===== config.mk =====
export PLATFORM = sky130hd
export DESIGN_NAME = gcq_writer
export DESIGN_NICKNAME = d
export VERILOG_FILES = /design/src/rtl/gcq_writer.sv
export SDC_FILE = /design/constraint.sdc
export NUM_CORES = 1
export LEC_CHECK = 0
export BUFFER_PORTS_ARGS = -buffer_cell sky130_fd_sc_hd__buf_2
export CAP_MARGIN = 40
export CORE_MARGIN = 2
export CORE_UTILIZATION = 47
export DETAILED_ROUTE_END_ITERATION = 10
export PLACE_DENSITY = 0.83
export SKIP_CTS_REPAIR_TIMING = 1
export SLEW_MARGIN = 5
export SYNTH_ARGS = -nofsm -noshare
export SYNTH_HDL_FRONTEND = slang
export SYNTH_SLANG_ARGS = --single-unit

===== constraint.sdc =====
create_clock -name clk -period 2.64 [get_ports clk]
set_clock_uncertainty 0.05 [all_clocks]
set_input_delay 0.528 -clock clk [delete_from_list [all_inputs] [get_ports clk]]
set_output_delay 0.528 -clock clk [all_outputs]
set_load 0.005 [all_outputs]

===== src/rtl/gcq_writer.sv =====
module gcq_writer #(
  parameter int DEPTH = 16,
  parameter int LEN_W = 14,
  localparam int IDX_W  = $clog2(DEPTH),
  localparam int ADDR_W = IDX_W + 1,
  localparam int CRED_W = $clog2(DEPTH + 1)
) (
  input  logic              clk,
  input  logic              rst_n,
  input  logic              evt_valid,
  output logic              evt_ready,
  input  logic              evt_kind,
  input  logic [15:0]       evt_tag,
  input  logic [LEN_W-1:0]  evt_len,
  input  logic              credit_ret,
  output logic              mem_we,
  output logic [ADDR_W-1:0] mem_addr,
  output logic [31:0]       mem_wdata,
  output logic              gen_o,
  output logic [CRED_W-1:0] credit_cnt,
  output logic              overrun
);
  localparam int PAD_W = 32 - 16 - LEN_W;

  logic             busy;
  logic             kind_q;
  logic [IDX_W-1:0] slot;

  wire take   = evt_valid && !busy;
  wire have   = credit_cnt != '0;
  wire accept = take && have;
  wire drop   = take && !have;
  wire full   = credit_cnt == CRED_W'(DEPTH);
  wire last   = slot == IDX_W'(DEPTH - 1);

  assign evt_ready = !busy;

  always_ff @(posedge clk) begin
    if (!rst_n) begin
      busy       <= 1'b0;
      kind_q     <= 1'b0;
      slot       <= '0;
      gen_o      <= 1'b0;
      mem_we     <= 1'b0;
      mem_addr   <= '0;
      mem_wdata  <= '0;
      overrun    <= 1'b0;
      credit_cnt <= CRED_W'(DEPTH);
    end else begin
      if (accept) begin
        busy      <= 1'b1;
        kind_q    <= evt_kind;
        mem_we    <= 1'b1;
        mem_addr  <= {slot, 1'b0};
        mem_wdata <= {{PAD_W{1'b0}}, evt_len, evt_tag};
      end else if (busy) begin
        busy      <= 1'b0;
        mem_we    <= 1'b1;
        mem_addr  <= {slot, 1'b1};
        mem_wdata <= {~gen_o, 30'b0, kind_q};
        slot      <= slot + 1'b1;
        if (last) gen_o <= ~gen_o;
      end else begin
        mem_we <= 1'b0;
      end

      if (drop) overrun <= 1'b1;

      if (accept && !credit_ret)
        credit_cnt <= credit_cnt - 1'b1;
      else if (credit_ret && !accept && !full)
        credit_cnt <= credit_cnt + 1'b1;
    end
  end
endmodule


## Word-level counts from Yosys, hierarchy flattened

Cells that the tools add are included.

- Output and inout bits: 46
- Bits of input ports: 35
- Bits in registers: 50
- Logic and storage cells: 45

- Eq/ne operators: 2
- Add/subtract/negate cells: 3
- Reduce and logical (&&, ||, !) cells: 17
- Mux-type cells: 9
- Bitwise gates (word level): 3

Operators by type and width:

| cell | count |
|---|---|
| $mux 30 | 2 |
| $mux 5 | 4 |
| $logic_and 1x1->1 | 6 |
| $add 5x1->5 const B | 1 |
| $eq 5x5->1 const B | 1 |
| $logic_not 1->1 | 5 |
| $reduce_bool 5->1 | 1 |
| $sub 5x1->5 const B | 1 |
| $add 4x1->4 const B | 1 |
| $eq 4x4->1 const B | 1 |
| $reduce_bool 2->1 | 2 |
| $mux 1 | 3 |
| $not 1->1 | 3 |
| $reduce_and 3->1 | 1 |
| $reduce_and 2->1 | 1 |
| $reduce_or 2->1 | 1 |

## Depth between registers and ports, before layout

- Depth after elaboration: 8
- Mapped depth: 10
- Depth with buffers taken out: 9

## Least setup slack after synthesis

No wires, ideal clock.

- Kind: input to register
- Start point: input port credit_ret
- End point: register credit_cnt[4]
- Setup time: 0.103 ns
- Arrival: 2.288 ns
- Stages: 10
- Setup slack: 0.199 ns
- Buffers on the path: 1
- Path through: or3b_1 -> buf_2 -> a21oi_2 -> mux2_2 -> ha_1 -> nor2_1 -> a211oi_1 -> o221ai_1 -> and4b_1 -> a2111oi_2

- Word-level cells in the longest chain between the ends: 3
- Elaborated cells on any way between the ends: 6

RTL lines:

| item | RTL line | RTL |
|---|---|---|
| start, declared | 15 | `input logic credit_ret,` |
| $logic_not 1->1 or $logic_and 1x1->1 (tied branches) | 69, 71 |  |
| $logic_and 1x1->1 (on tied branches) | 69, 71 |  |
| $mux 5 or $reduce_bool 2->1 (tied branches) | n/a |  |
| end signal, assigned | 48 | `credit_cnt <= CRED_W'(DEPTH);` |
| end signal, assigned | 70 | `credit_cnt <= credit_cnt - 1'b1;` |
| end signal, assigned | 72 | `credit_cnt <= credit_cnt + 1'b1;` |
| end, declared | 20 | `output logic [CRED_W-1:0] credit_cnt,` |

Parallel ways exist; a longest one is shown, timed or not.
A chain may end at the register's enable or synchronous reset.

## Worst setup path after layout

- Start point: register credit_cnt[1]
- End point: register credit_cnt[4]

- Word-level cells in the longest chain between the ends: 6
- Elaborated cells on any way between the ends: 13

RTL lines:

| item |
|---|
| branches (longest 6 deep; another with $add 5x1->5) |

Parallel ways; which one is timed is not known. The select of a mux whose other input is x is not followed.

==> results_dict.tcl <==
set metrics [dict create \
    ys_seq_area_share_pct 52.2 \
    maxCapViolations 0 \
    layout.cells.non_filler 304 \
    swShare_pct 27.0 \
    relSlewSlack_pct 58.0 \
    place.detailed.hpwl_mm 2.81 \
    yosys_register_bits 50 \
    syn_inst 174 \
    clk_latency_ns 0.31 \
    reg2reg_from "credit_cnt[1]" \
    areaGrowthSynthToFinish_pct 28.4 \
    synthFlopType "dfxtp_1" \
    critical_path_class "reg2reg" \
    grt_pass1_wl_mm 6.35 \
    rsz0062_at_grt "no" \
    synth_nets 212 \
    cts.sinks 50 \
    drc 0 \
    synth_area_leaders "dfxtp_1 (52%), a22o_1 (13%), nor2_1 (4.7%)" \
    ant_nets 0 \
    clockBufferDepth 2 \
    dp.cells 296 \
    vias 1542 \
    die_h_um 67.9 \
    grt_max_degree 31 \
    status "finished clean" \
    total_power_w 0.00177 \
    p_clk_share_pct 31.7 \
    first_global_vias 1454 \
    cts_tree "done" \
    htreeDepth 2 \
    p_int_w 0.00130 \
    netlist_area_um2 1920 \
    ios 81 \
    synth_edf_count 0 \
    synth_cell_types 39 \
    avgRoutedWirePerCell_um 12.9 \
    cp-end-kind "register" \
    fmax_mhz 417 \
    holdWs_ns 0.384 \
    worstMarginPinSlew_ns 0.628 \
    critPathMaxFanout 9 \
    seqPwrFrac_pct 49.0 \
    synth_area_per_cell_um2 11.0 \
    initial_utilization_pct 48.3 \
    dieWidth_um 67.9 \
    cts_root_buf "clkbuf_8" \
    cp-startpoint "credit_cnt[1]" \
    r2r_cells 9 \
    yosys_warnings 0 \
    path_clk_slew_ns 0.09 \
    hold_class "in2reg" \
    place.gp.congestion 0.759 \
    die_area_um2 4600 \
    synthArstFlopShare_pct 0 \
    endpoint "credit_cnt[4]" \
    cp_slowest_cell "nor4_4" \
    slew_violations 0 \
    antennaDiodeCount 0 \
    combPwrFrac_pct 19.4 \
    powerDensity_nw_per_um2 721 \
    design.core.area_um2 3970 \
    rr_endpoint "credit_cnt[4]" \
    cp_data_arrival_time_ns 2.54 \
    setup_viol 0 \
    antenna_found_initial 0 \
    worstPathCellList "nor4_4, a21oi_2, mux2_2, ha_1, nor2_1, a211oi_1, o221ai_1, nor4_2, a2111oi_2" \
    synth_most_common_cell "dfxtp_1" \
    cts_made_buffers 5 \
    grt_overflow 0 \
    wirelength_mm 3.91 \
    drtIter0Drc 70 \
    synth_top_area_share_pct 52.2 \
    r2r_slack_ns 0.24 \
    critPathLaunchType "register" \
    synth_top_area_cell "dfxtp_1" \
    fin_nets 291 \
    grt_use_total_pct 18.5 \
    drive_gt1_share_pct 41.3 \
    pre_cts_ws_ns 0.0597 \
    peakVddDrop_mv 0.348 \
    p_sw_w 0.000478 \
    finalHoldViolations 0 \
    worst_slack_ns 0.243 \
    viasPerCell 5.07 \
    rows 23 \
    io_buffers 79 \
    tns_ns 0 \
    p_leak_nw 1.20 \
    post-route-min-period_ns 2.40 \
    worst_path_largest_cell_delay_ns 0.43 \
    synth_commonest_cells "dfxtp_1 (50), a22o_1 (29), nor2_1 (24)" \
    cp.required_ns 2.79 \
    period_share_pct 90.8 \
    dr.pass1.iters 4 \
]
[state kept, by name, indices dropped and copies added, names as in the netlist, 4 cells and up]
signal / count
mem_addr: 5
mem_wdata: 31
slot: 4
credit_cnt: 5
[worst max-delay path: cells and delay by family, from the launching register on]
family	cells	cell delay [ns]
mux	1	0.28
compound gates	4	0.72
simple gates	3	0.60
flops	1	0.42
fa+ha+maj	1	0.22
[worst min-delay path by stage]
stage                         end           from  slack [ns]  cells after the start
global route        mem_wdata[29]    evt_len[13]        0.37                      2
floorplan             mem_addr[0]    mem_addr[0]        0.41                      2
detailed placement  mem_wdata[28]  mem_wdata[28]        0.40                      1
finish              mem_wdata[29]    evt_len[13]        0.38                      2
global placement          overrun        overrun        0.40                      2
CTS                 mem_wdata[12]    evt_tag[12]        0.37                      2
[power groups by stage]
stage          logic [W]  clock network (W)  registers, W
6_report        0.000343           0.000562      0.000869
5_1_grt         0.000381           0.000610      0.000880
4_1_cts         0.000347           0.000584      0.000869
3_5_place_dp    0.000346                  0      0.000885
3_3_place_gp    0.000339                  0      0.000885
2_1_floorplan   0.000237                  0      0.000881
[stage by stage]
step / cell area (um^2) / util [%]
floorplan: 1920 / -
global placement: 2340 / 58.9
detailed placement: 2340 / 58.9
CTS: 2460 / 62.0
global route: 2460 / 62.0
finish: 2460 / 62.0
[cell type report]
class	instances	area, um^2
flip-flops and latches	50	1000
repair buffers	84	433
clock buffers	6	82.6
well taps	50	62.6
inverters	3	11.3
fillers	344	1510
clock inverters	2	38.8
multi-input cells	109	832
[cells by family after synthesis]
group | count (synthesis) | synth area share (%)
flops | 50 | 52.2
other cells | 1 | 0.196
mux | 10 | 5.48
simple gates | 43 | 12.2
fa+ha+maj | 3 | 1.96
buf+inv | 15 | 4.50
xor+xnor | 7 | 3.20
compound gates | 45 | 20.2
[layout by cell type, fill, tap and decap left out, types with 2 or more instances in the layout]
cell type | Yosys | final
inv_1 | 3 | 3
nand2_1 | 5 | 5
nor3_1 | 3 | 3
dfxtp_1 | 50 | 50
ha_1 | 3 | 3
nand4_1 | 2 | 2
buf_2 | 3 | 79
mux2i_1 | 8 | 8
clkbuf_8 | 0 | 6
a211oi_1 | 3 | 3
a21oi_1 | 3 | 3
buf_4 | 1 | 5
xor2_1 | 6 | 6
a22o_1 | 29 | 29
a21oi_2 | 2 | 2
nor2_1 | 24 | 23
[layer usage]
layer	GRT usage, %	vias to the layer above	wire (um)
met4	7.50	0	61
met3	5.76	7	291
met2	28.9	54	1780
met1	23.7	694	1780
met5	0	-	0
li1	-	787	-
Power figures use the tool's default switching activity.
